### config.mk
export PLATFORM = sky130hd
export DESIGN_NAME = ycc2rgb_conv
export DESIGN_NICKNAME = d
export VERILOG_FILES = /design/src/rtl/ycc2rgb_pkg.sv /design/src/rtl/ycc_center.sv /design/src/rtl/ycc_matrix.sv /design/src/rtl/ycc_saturate.sv /design/src/rtl/ycc2rgb_conv.sv
export SDC_FILE = /design/constraint.sdc
export NUM_CORES = 1
export LEC_CHECK = 0
export CORE_ASPECT_RATIO = 0.6
export CORE_MARGIN = 1.5
export CORE_UTILIZATION = 65
export CTS_CLUSTER_DIAMETER = 50
export DETAILED_ROUTE_END_ITERATION = 16
export PLACE_DENSITY = 0.89
export SYNTH_ARGS = -nofsm -noshare
export SYNTH_HDL_FRONTEND = slang
export SYNTH_SLANG_ARGS = --single-unit
### constraint.sdc
create_clock -name clk -period 11.2 [get_ports clk]
set_input_delay 2.8 -clock clk [delete_from_list [all_inputs] [get_ports clk]]
set_output_delay 2.8 -clock clk [all_outputs]
set_load 0.03 [all_outputs]
### src/rtl/ycc2rgb_pkg.sv
package ycc2rgb_pkg;

   typedef enum logic [1:0] {
      YCC_FULL_601   = 2'd0,
      YCC_FULL_709   = 2'd1,
      YCC_STUDIO_601 = 2'd2,
      YCC_STUDIO_709 = 2'd3
   } ycc_mode_e;

   localparam int N_MODES = 4;
   localparam int N_TERMS = 5;   // luma, R<-Cr, G<-Cr, G<-Cb, B<-Cb

   // coefficient magnitudes in thousandths
   function automatic int milli_coef(int mode, int term);
      int t [N_MODES][N_TERMS];
      t[0] = '{1000, 1371, 698, 336, 1732};
      t[1] = '{1000, 1540, 459, 183, 1816};
      t[2] = '{1164, 1596, 813, 391, 2018};
      t[3] = '{1164, 1793, 534, 213, 2115};
      return t[mode][term];
   endfunction

   // rounded conversion of thousandths into fixed point with frac bits
   function automatic int to_fixed(int milli, int frac);
      return (milli * (1 << frac) + 500) / 1000;
   endfunction

   function automatic int acc_width(int data_w, int frac);
      return data_w + frac + 6;
   endfunction

endpackage

### src/rtl/ycc_center.sv
module ycc_center
   import ycc2rgb_pkg::*;
#(
   parameter int DATA_W = 8
) (
   input  logic                     clk,
   input  logic                     rst,
   input  logic                     in_valid,
   input  logic [DATA_W-1:0]        in_y,
   input  logic [DATA_W-1:0]        in_cb,
   input  logic [DATA_W-1:0]        in_cr,
   input  ycc_mode_e                in_mode,
   output logic                     c_valid,
   output logic signed [DATA_W:0]   c_luma,
   output logic signed [DATA_W:0]   c_cb,
   output logic signed [DATA_W:0]   c_cr,
   output ycc_mode_e                c_mode
);
   localparam int IN_W  = DATA_W + 1;
   localparam int MID   = 1 << (DATA_W - 1);
   localparam int Y_OFF = 16 << (DATA_W - 8);

   logic signed [IN_W-1:0] luma_ofs;

   assign luma_ofs = in_mode[1] ? IN_W'(Y_OFF) : '0;

   always_ff @(posedge clk) begin
      if (rst) begin
         c_valid <= 1'b0;
      end else begin
         c_valid <= in_valid;
      end
      c_luma <= IN_W'({1'b0, in_y})  - luma_ofs;
      c_cb   <= IN_W'({1'b0, in_cb}) - IN_W'(MID);
      c_cr   <= IN_W'({1'b0, in_cr}) - IN_W'(MID);
      c_mode <= in_mode;
   end
endmodule

### src/rtl/ycc_matrix.sv
module ycc_matrix
   import ycc2rgb_pkg::*;
#(
   parameter int DATA_W = 8,
   parameter int FRAC   = 10,
   localparam int IN_W  = DATA_W + 1,
   localparam int ACC_W = acc_width(DATA_W, FRAC)
) (
   input  logic                    clk,
   input  logic                    rst,
   input  logic                    c_valid,
   input  logic signed [IN_W-1:0]  c_luma,
   input  logic signed [IN_W-1:0]  c_cb,
   input  logic signed [IN_W-1:0]  c_cr,
   input  ycc_mode_e               c_mode,
   output logic                    m_valid,
   output logic signed [ACC_W-1:0] m_acc [3]
);
   localparam int COEF_W = FRAC + 3;

   logic signed [COEF_W-1:0] k_tab [N_MODES][N_TERMS];

   for (genvar gm = 0; gm < N_MODES; gm++) begin : g_mode
      for (genvar gt = 0; gt < N_TERMS; gt++) begin : g_term
         assign k_tab[gm][gt] = COEF_W'(to_fixed(milli_coef(gm, gt), FRAC));
      end
   end

   logic signed [ACC_W-1:0] k_y, k_rv, k_gv, k_gu, k_bu;
   logic signed [ACC_W-1:0] x_l, x_u, x_v;
   logic signed [ACC_W-1:0] t_y, s_r, s_g, s_b;

   always_comb begin
      k_y  = ACC_W'(k_tab[int'(c_mode)][0]);
      k_rv = ACC_W'(k_tab[int'(c_mode)][1]);
      k_gv = ACC_W'(k_tab[int'(c_mode)][2]);
      k_gu = ACC_W'(k_tab[int'(c_mode)][3]);
      k_bu = ACC_W'(k_tab[int'(c_mode)][4]);
      x_l  = ACC_W'(c_luma);
      x_u  = ACC_W'(c_cb);
      x_v  = ACC_W'(c_cr);
      t_y  = k_y * x_l;
      s_r  = t_y + k_rv * x_v;
      s_g  = t_y - k_gv * x_v - k_gu * x_u;
      s_b  = t_y + k_bu * x_u;
   end

   always_ff @(posedge clk) begin
      if (rst) begin
         m_valid <= 1'b0;
      end else begin
         m_valid <= c_valid;
      end
      m_acc[0] <= s_r;
      m_acc[1] <= s_g;
      m_acc[2] <= s_b;
   end
endmodule

### src/rtl/ycc_saturate.sv
module ycc_saturate #(
   parameter int DATA_W = 8,
   parameter int FRAC   = 10,
   parameter int ACC_W  = 24
) (
   input  logic signed [ACC_W-1:0] acc,
   output logic [DATA_W-1:0]       pix
);
   localparam logic signed [ACC_W-1:0] HALF   = ACC_W'(1 << (FRAC - 1));
   localparam logic signed [ACC_W-1:0] SAT_HI = ACC_W'((1 << DATA_W) - 1);

   logic signed [ACC_W-1:0] rnd, whole;

   always_comb begin
      rnd   = acc + HALF;
      whole = rnd >>> FRAC;
      if (whole < 0)
         pix = '0;
      else if (whole > SAT_HI)
         pix = '1;
      else
         pix = whole[DATA_W-1:0];
   end
endmodule

### src/rtl/ycc2rgb_conv.sv
module ycc2rgb_conv
   import ycc2rgb_pkg::*;
#(
   parameter int DATA_W = 8,
   parameter int FRAC   = 10
) (
   input  logic              clk,
   input  logic              rst,
   input  logic              in_valid,
   input  logic [DATA_W-1:0] in_y,
   input  logic [DATA_W-1:0] in_cb,
   input  logic [DATA_W-1:0] in_cr,
   input  logic              sel_709,
   input  logic              sel_narrow,
   output logic              out_valid,
   output logic [DATA_W-1:0] out_r,
   output logic [DATA_W-1:0] out_g,
   output logic [DATA_W-1:0] out_b
);
   localparam int IN_W  = DATA_W + 1;
   localparam int ACC_W = acc_width(DATA_W, FRAC);
   localparam int MID   = 1 << (DATA_W - 1);
   localparam int Y_LO  = 16 << (DATA_W - 8);
   localparam int Y_HI  = 235 << (DATA_W - 8);

   if (DATA_W < 8 || DATA_W > 12) begin : g_bad_data_w
      $error("ycc2rgb_conv: DATA_W must lie in 8..12");
   end
   if (FRAC < 6 || FRAC > 16) begin : g_bad_frac
      $error("ycc2rgb_conv: FRAC must lie in 6..16");
   end

   ycc_mode_e               in_mode;
   logic                    c_valid, m_valid;
   logic signed [IN_W-1:0]  c_luma, c_cb, c_cr;
   ycc_mode_e               c_mode;
   logic signed [ACC_W-1:0] m_acc [3];
   logic [DATA_W-1:0]       sat_pix [3];

   assign in_mode = ycc_mode_e'({sel_narrow, sel_709});

   ycc_center #(.DATA_W(DATA_W)) u_center (
      .clk(clk), .rst(rst), .in_valid(in_valid),
      .in_y(in_y), .in_cb(in_cb), .in_cr(in_cr), .in_mode(in_mode),
      .c_valid(c_valid), .c_luma(c_luma), .c_cb(c_cb), .c_cr(c_cr),
      .c_mode(c_mode)
   );

   ycc_matrix #(.DATA_W(DATA_W), .FRAC(FRAC)) u_matrix (
      .clk(clk), .rst(rst), .c_valid(c_valid),
      .c_luma(c_luma), .c_cb(c_cb), .c_cr(c_cr), .c_mode(c_mode),
      .m_valid(m_valid), .m_acc(m_acc)
   );

   for (genvar gc = 0; gc < 3; gc++) begin : g_chan
      ycc_saturate #(.DATA_W(DATA_W), .FRAC(FRAC), .ACC_W(ACC_W)) u_sat (
         .acc(m_acc[gc]), .pix(sat_pix[gc])
      );
   end

   always_ff @(posedge clk) begin
      if (rst) begin
         out_valid <= 1'b0;
      end else begin
         out_valid <= m_valid;
      end
      out_r <= sat_pix[0];
      out_g <= sat_pix[1];
      out_b <= sat_pix[2];
   end

   // cycles since reset, saturating, so checks never reach before reset
   logic [1:0] age;
   always_ff @(posedge clk) begin
      if (rst)            age <= '0;
      else if (age != 2'd3) age <= age + 2'd1;
   end

   // reset empties the output
   p_reset_flush_r7: assert property (@(posedge clk) rst |=> !out_valid);

   // valid follows input valid by three edges
   p_valid_delay_r5: assert property (@(posedge clk) disable iff (rst)
      (age == 2'd3) |-> (out_valid == $past(in_valid, 3)));

   // neutral chroma in full range passes luma through
   p_grey_pass_r8: assert property (@(posedge clk) disable iff (rst)
      (age == 2'd3 && $past(in_valid, 3) && !$past(sel_narrow, 3) &&
       $past(in_cb, 3) == DATA_W'(MID) && $past(in_cr, 3) == DATA_W'(MID))
      |-> (out_r == $past(in_y, 3) && out_g == $past(in_y, 3) &&
           out_b == $past(in_y, 3)));

   // studio black floor clamps to zero
   p_black_clamp_r4: assert property (@(posedge clk) disable iff (rst)
      (age == 2'd3 && $past(in_valid, 3) && $past(sel_narrow, 3) &&
       $past(in_cb, 3) == DATA_W'(MID) && $past(in_cr, 3) == DATA_W'(MID) &&
       $past(in_y, 3) <= DATA_W'(Y_LO))
      |-> (out_r == '0 && out_g == '0 && out_b == '0));

   // studio white ceiling clamps to full scale
   p_white_clamp_r4: assert property (@(posedge clk) disable iff (rst)
      (age == 2'd3 && $past(in_valid, 3) && $past(sel_narrow, 3) &&
       $past(in_cb, 3) == DATA_W'(MID) && $past(in_cr, 3) == DATA_W'(MID) &&
       $past(in_y, 3) >= DATA_W'(Y_HI))
      |-> (out_r == '1 && out_g == '1 && out_b == '1));
endmodule

==> results by group, run 1 <==
Run status
  – Outcome: completed

Timing
  – Fin. max-slew vios: 0
  – Worst setup skew after layout: 0.0113 ns
  – Relative max-transition margin: 24.2%
  – Slew @ Worst Pin: 1.14 ns
  – Min Tclk post-route: 9.14 ns
  – RSZ-0062 raised after global routing: no
  – Final setup violation count: 0
  – Maximum clock rate: 109 MHz
  – Setup TNS Final: 0 ns
  – Fraction of the cycle the final worst path needs: 81.6%
  – Fin. Hold Viols: 0

Synth
  – Cell taking the most area after synthesis: fa_1
  – Post-synth EDFFs: 0
  – Post-synth ARST share: 0%
  – Ys flop type: dfxtp_1
  – Total of warnings raised by yosys: 0
  – Area share of the leading cell type in the synthesized netlist: 25.6%
  – Synth Instances: 2127
  – Summed instance area of the synthesized netlist: 0.0190 sq mm
  – Number of register bits inferred by synthesis: 99
  – Synthesized Nets: 2777
  – Ranking of synthesized cells by area: fa_1 (26%), ha_1 (25%), dfxtp_1 (10%), inv_1 (9.0%), xnor2_1 (3.1%)
  – Post-synthesis area per instance: 8.93 sq um
  – Fraction of the yosys area taken by sequential cells: 10.4%
  – Count of cell types in the netlist: 72

Critical path
  – Endpoint required time on the critical path: 11.53 ns
  – Slack of the worst reg-to-reg path: 2.06 ns
  – Cell count of the worst reg-to-reg path: 25
  – Most prevalent standard cell on the critical path: fa_1
  – Startpoint of the worst register-to-register path: u_center.c_mode[0]
  – Worst path bufs/invs: 4
  – Crit path DAT: 9.47 ns
  – Top fanout value on the critical path: 27
  – Slowest stage cell, crit path: dfxtp_1
  – Family with the most delay on the worst path: adder cells
  – Worst setup path category: reg -> reg
  – Capture point of the worst reg-to-reg path: u_matrix.m_acc[41]
  – Critical Path Sink Type: flop
  – Slowest stage delay, CP: 1.08 ns
  – Crit path launch type: flop

Routing
  – 1st-iter DRT viols: 1186
  – Initial DRT Pass Iterations: 7
  – Antenna violation net count after detailed routing: 0
  – Routed wire length: 46.8 mm
  – DRC violation count after routing: 0
  – Average wire per standard cell: 18.4 microns
  – Avg Vias per Cell: 5.86
  – Vias post-DR: 14900

Layout
  – Total inserted antenna cells: 0
  – Number of nets in the layout: 2812
  – Filler instances: 2168
  – Post-Layout Cell Count: 2542
  – Register area: 0.00198 sq mm
  – Share of post-route cells with drive strength above 1: 1.85%
  – Combined area of the multi-input logic cells: 0.0152 sq mm
  – Final instance area: 0.0202 sq mm
  – Area grow syn2layout: 6.28%
  – Util after Layout: 70.2%

Run
  – Max Cap Violations: 0

GRT
  – Number of global-route vias before repair: 15100
  – Grt ovf: 0
  – Largest net degree at the start of global routing: 31
  – Initial antenna violation count: 1
  – Wire length of the first global-routing pass: 76.2 mm
  – Tot GR Track Use: 32.4%

Clock network
  – Clock latency on the worst-skew pair: 0.39 ns
  – Largest buffer count on any clock path: 2
  – Hold-fix buffer count after cts: 0
  – Number of gates given a new drive strength after cts: 0
  – Post-CTS Setup Bufs: 0
  – H-tree lvl count: 3
  – Total CTS buffers: 9
  – Clock tree from TritonCTS: yes
  – Number of clock sinks seen by CTS: 99
  – CTS root buf: clkbuf_16
  – Clock slew seen by the registers of the worst setup and hold paths: 0.08 ns

Placed design
  – Post-DP Area: 0.0199 sq mm
  – Total of buffers placed on input and output ports: 53
  – Cell count after placement: 2526
  – Global placement routability congestion: 0.962
  – HPWL Detailed: 40.1 mm

Die
  – Floorplan row count: 48
  – Floorplan core area: 0.0288 sq mm
  – Die Ht: 135 microns
  – I/O Pins: 54
  – Die span in x: 224 microns
  – Initial core utilization: 66.0%
  – Floorplan die area: 0.0303 sq mm

Worst hold path
  – Kind of path behind the tightest hold check: reg -> reg
  – Number of cells traversed by the worst hold path: 1
  – Min-Delay Startpoint: u_matrix.m_valid
  – Endpoint, Worst Hold: out_valid
-- worst register-to-register path: cells and delay by family, from the launching register on --
kind	cells	cell delay [ns]
DFF	1	1.08
buffers and inverters	4	0.66
and+or+nand+nor	3	0.89
AOI/OAI and AO/OA	8	1.70
xor gates and xnor gates	1	0.11
adders and majority gates	9	4.65
-- final cells by class --
| type | instances | area share, % |
|---|---|---|
| inverter | 455 | 8.46 |
| clock inverter | 6 | 0.279 |
| sequential | 99 | 9.82 |
| tap | 375 | 2.32 |
| multi-input combinational | 1541 | 75.2 |
| timing repair buffer | 56 | 2.74 |
| clock buffer | 10 | 1.18 |
-- synth_stat cells (25+ instances only) --
master and number:
nor2b_1 61, nand3_1 41, and2_1 52, dfxtp_1 99
xnor2_1 68, nand2b_1 36, a21oi_1 111, a21o_1 34
nand2_1 102, nor2_1 112, xor2_1 46, o21ai_0 42
ha_1 378, clkbuf_1 27, inv_1 455, nor3_1 25
fa_1 243
-- flip-flops by register name (all words and copies together) (netlist names) --
| register | count |
|---|---|
| u_matrix.m_valid | 1 |
| out_valid | 1 |
| u_center.c_luma | 9 |
| out_g | 8 |
| u_center.c_valid | 1 |
| u_center.c_cr | 8 |
| u_center.c_cb | 8 |
| out_r | 8 |
| u_matrix.m_acc | 45 |
| u_center.c_mode | 2 |
| out_b | 8 |
-- layer usage --
| metal | routed length, microns | track usage (%) | up-vias |
|---|---|---|---|
| li1 | - | - | 6951 |
| met1 | 20100 | 43.5 | 7239 |
| met2 | 21400 | 52.9 | 626 |
| met3 | 4520 | 8.46 | 74 |
| met4 | 828 | 6.76 | 0 |
| met5 | 0 | 0 | - |
-- placed cells by master (no fill, tap or decap), types with 11 or more instances in the layout --
cell type        synthesis  final
a21o_1                  34     34
a21oi_1                111    111
a31oi_1                 13     13
and2_1                  52     52
and3_1                  14     14
clkdlybuf4s50_1          0     53
dfxtp_1                 99     99
fa_1                   243    243
ha_1                   378    378
inv_1                  455    455
nand2_1                102    102
nand2b_1                36     36
nand3_1                 41     41
nand4_1                 11     11
nor2_1                 112    112
nor2b_1                 61     61
nor3_1                  25     25
o21a_1                  14     14
o21ai_0                 42     42
o21bai_1                12     12
xnor2_1                 68     68
xor2_1                  46     46
-- per-stage QoR --
step	hold slack (ns)	setup slack, ns
4_1_cts	0.466	2.26
3_5_place_dp	0.439	2.28
6_report	0.466	2.06
3_3_place_gp	0.418	2.61
5_1_grt	0.487	1.73
2_1_floorplan	0.414	3.46
-- cell families after synthesis --
logic type | synth area share, %
compound gates | 10.1
fa+ha+maj | 50.5
simple gates | 13.4
xor+xnor | 5.26
other cells | 0.0395
buf+inv | 9.64
mux | 0.619
flops | 10.4
-- worst max path at each step --
stage | depth (start not counted) | end | slack [ns] | start
3_3_place_gp | 25 | u_matrix.m_acc[41] | 2.61 | u_center.c_mode[0]
2_1_floorplan | 28 | u_matrix.m_acc[41] | 3.46 | u_center.c_mode[1]
3_5_place_dp | 26 | u_matrix.m_acc[41] | 2.28 | u_center.c_mode[0]
4_1_cts | 26 | u_matrix.m_acc[41] | 2.26 | u_center.c_mode[0]
6_report | 25 | u_matrix.m_acc[41] | 2.06 | u_center.c_mode[0]
5_1_grt | 26 | u_matrix.m_acc[41] | 1.73 | u_center.c_mode[0]
Power of run 1 is left out: the tool's default activity adds up to more than one toggle a clock period on the data nets, which glitch-free logic cannot reach.
==> run 2: changes to the inputs <==
CORE_UTILIZATION = 59   (was 65)
PLACE_DENSITY = 0.86   (was 0.89)
clock period = 8.05 ns   (was 11.2 ns; I/O delays follow)
==> run 2 against run 1 <==
Setup slack got worse by 1.7 ns. Final cell count increased by 2.4%. Maximum frequency increased by 19%. First-iteration DRC count decreased by 3.6%. Cell area increased by 1.2%. Non-clock buffer count increased by 20. Via count about the same. Clock-buffer cell count decreased by 1. Highest routed layer unchanged.
==> results by group, run 2 (same netlist as run 1, synthesis figures left out) <==
Placed design
  – HPWL Detailed: 41.7 mm (+4.0%)
  – Cell count after placement: 2587 (+2.4%)
  – Global placement routability congestion: 1.01 (+5.1%)
  – Total of buffers placed on input and output ports: 53 (unchanged)

Die
  – Initial core utilization: 60.5% (-5.5 points)
  – Die span in x: 235 microns (+4.9%)
  – I/O Pins: 54 (unchanged)
  – Floorplan row count: 50 (+4.2%)
  – Floorplan die area: 0.0333 sq mm (+10%)
  – Die Ht: 142 microns (+4.9%)
  – Floorplan core area: 0.0314 sq mm (+9.2%)

GRT
  – Tot GR Track Use: 29.8% (-2.5 points)
  – Grt ovf: 0 (unchanged)
  – Largest net degree at the start of global routing: 24 (-23%)
  – Number of global-route vias before repair: 15100 (+0.18%)
  – Initial antenna violation count: 0 (-1)
  – Wire length of the first global-routing pass: 77.8 mm (+2.0%)

Layout
  – Register area: 0.00198 sq mm (unchanged)
  – Most frequent cells in the layout: inv_1 (455), ha_1 (375), fa_1 (243), nor2_1 (112), a21oi_1 (110)
  – Most frequent standard cell in the layout excluding fill and tap cells: inv_1
  – Share of post-route cells with drive strength above 1: 3.06% (+1.2 points)
  – Area grow syn2layout: 7.59%
  – Top Registers: u_matrix.m_acc: 45 flops, u_center.c_luma: 9 flops
  – Post-Layout Cell Count: 2604 (+2.4%)
  – Util after Layout: 65.1% (-5.1 points)
  – Filler instances: 2517 (+16%)
  – Number of nets in the layout: 2832 (+0.71%)
  – Number of flip-flops under the largest register name: 45 (unchanged)
  – Combined area of the multi-input logic cells: 0.0152 sq mm (+0.19%)
  – Register with the most flip-flops: u_matrix.m_acc

Timing
  – Final hold slack: 0.446 ns (-0.0209 ns)
  – RSZ-0062 raised after global routing: no
  – Fraction of the cycle the final worst path needs: 95.7% (+14 points)
  – Slew @ Worst Pin: 1.03 ns (-0.108 ns)
  – Fin. max-slew vios: 0 (unchanged)
  – Fin. Hold Viols: 0 (unchanged)
  – Worst setup skew after layout: 0.0108 ns (-0.000499 ns)
  – Relative max-transition margin: 31.0% (+6.8 points)
  – Min Tclk post-route: 7.70 ns (-1.44 ns)
  – Maximum clock rate: 130 MHz (+19%)
  – Final setup violation count: 0 (unchanged)
  – Setup TNS Final: 0 ns (unchanged)

Clock network
  – Clock latency on the worst-skew pair: 0.39 ns (about the same)
  – Clock tree from TritonCTS: yes
  – Number of clock sinks seen by CTS: 99 (unchanged)
  – Hold-fix buffer count after cts: 0 (unchanged)
  – Post-CTS Setup Bufs: 0 (unchanged)
  – Total CTS buffers: 9 (unchanged)
  – Clock slew seen by the registers of the worst setup and hold paths: 0.08 ns (about the same)
  – Largest buffer count on any clock path: 2 (unchanged)
  – CTS root buf: clkbuf_16
  – H-tree lvl count: 3 (unchanged)

Run
  – Max Cap Violations: 0 (unchanged)

Routing
  – Average wire per standard cell: 18.3 microns (-0.32%)
  – Routed wire length: 47.8 mm (+2.1%)
  – Avg Vias per Cell: 5.72 (-2.4%)
  – 1st-iter DRT viols: 1143 (-3.6%)
  – DRC violation count after routing: 0 (unchanged)
  – Initial DRT Pass Iterations: 7 (unchanged)
  – Vias post-DR: 14900 (+0.013%)
  – Antenna violation net count after detailed routing: 0 (unchanged)

Critical path
  – Crit path DAT: 8.03 ns (-1.44 ns)
  – Critical Path Sink Type: flop
  – Endpoint required time on the critical path: 8.38 ns (-3.15 ns)
  – Slowest stage delay, CP: 0.55 ns (-0.53 ns)
  – Worst path bufs/invs: 5 (+1)
  – Top fanout value on the critical path: 11 (-59%)
  – Family with the most delay on the worst path: adder cells
  – Slowest stage cell, crit path: fa_1
  – Slack of the worst reg-to-reg path: 0.35 ns (-1.71 ns)
  – Crit path launch type: flop
  – Most prevalent standard cell on the critical path: fa_1
  – Worst setup path category: reg -> reg

Run status
  – Outcome: completed

Worst hold path
  – Kind of path behind the tightest hold check: reg -> reg
[run 2: timing repair]
item | in CTS | in global routing
setup endpoints to repair | 0 | 6
gates resized for setup | 0 | 7
endpoints found under the hold margin | 0 | 0
[run 2: area by class of cell]
cell class / instances / share of cell area (%)
multi-input cells: 1541 / 74.4
flip-flops and latches: 99 / 9.70
inverters: 455 / 8.36
repair buffers: 76 / 3.44
well taps: 416 / 2.55
clock buffers: 9 / 1.10
clock inverters: 7 / 0.416
diodes: 1 / 0.0122
[run 2: path summary, 6_finish.rpt]
path	from	end	cells after the start
worst max register to register	u_center.c_mode[0]	u_matrix.m_acc[41]	28
worst min-delay path	u_center.c_valid	u_matrix.m_valid	1
worst max-delay path	u_center.c_mode[0]	u_matrix.m_acc[41]	28
worst min register to register	u_center.c_valid	u_matrix.m_valid	1
[run 2: routing by layer]
| metal | global-route usage, % | up-vias | wire length (microns) |
|---|---|---|---|
| li1 | - | 7000 | - |
| met1 | 40.6 | 7256 | 21400 |
| met2 | 47.6 | 551 | 21300 |
| met3 | 6.87 | 85 | 3870 |
| met4 | 8.99 | 0 | 1230 |
| met5 | 0 | - | 0 |
[run 2: through the flow]
step	area, sq um	setup slack [ns]
2_1_floorplan	19000	0.314
3_3_place_gp	20100	0.564
3_5_place_dp	20100	0.283
4_1_cts	20400	0.243
5_1_grt	20400	0.00855
6_report	20400	0.348
Power of run 2 is left out for the same reason.
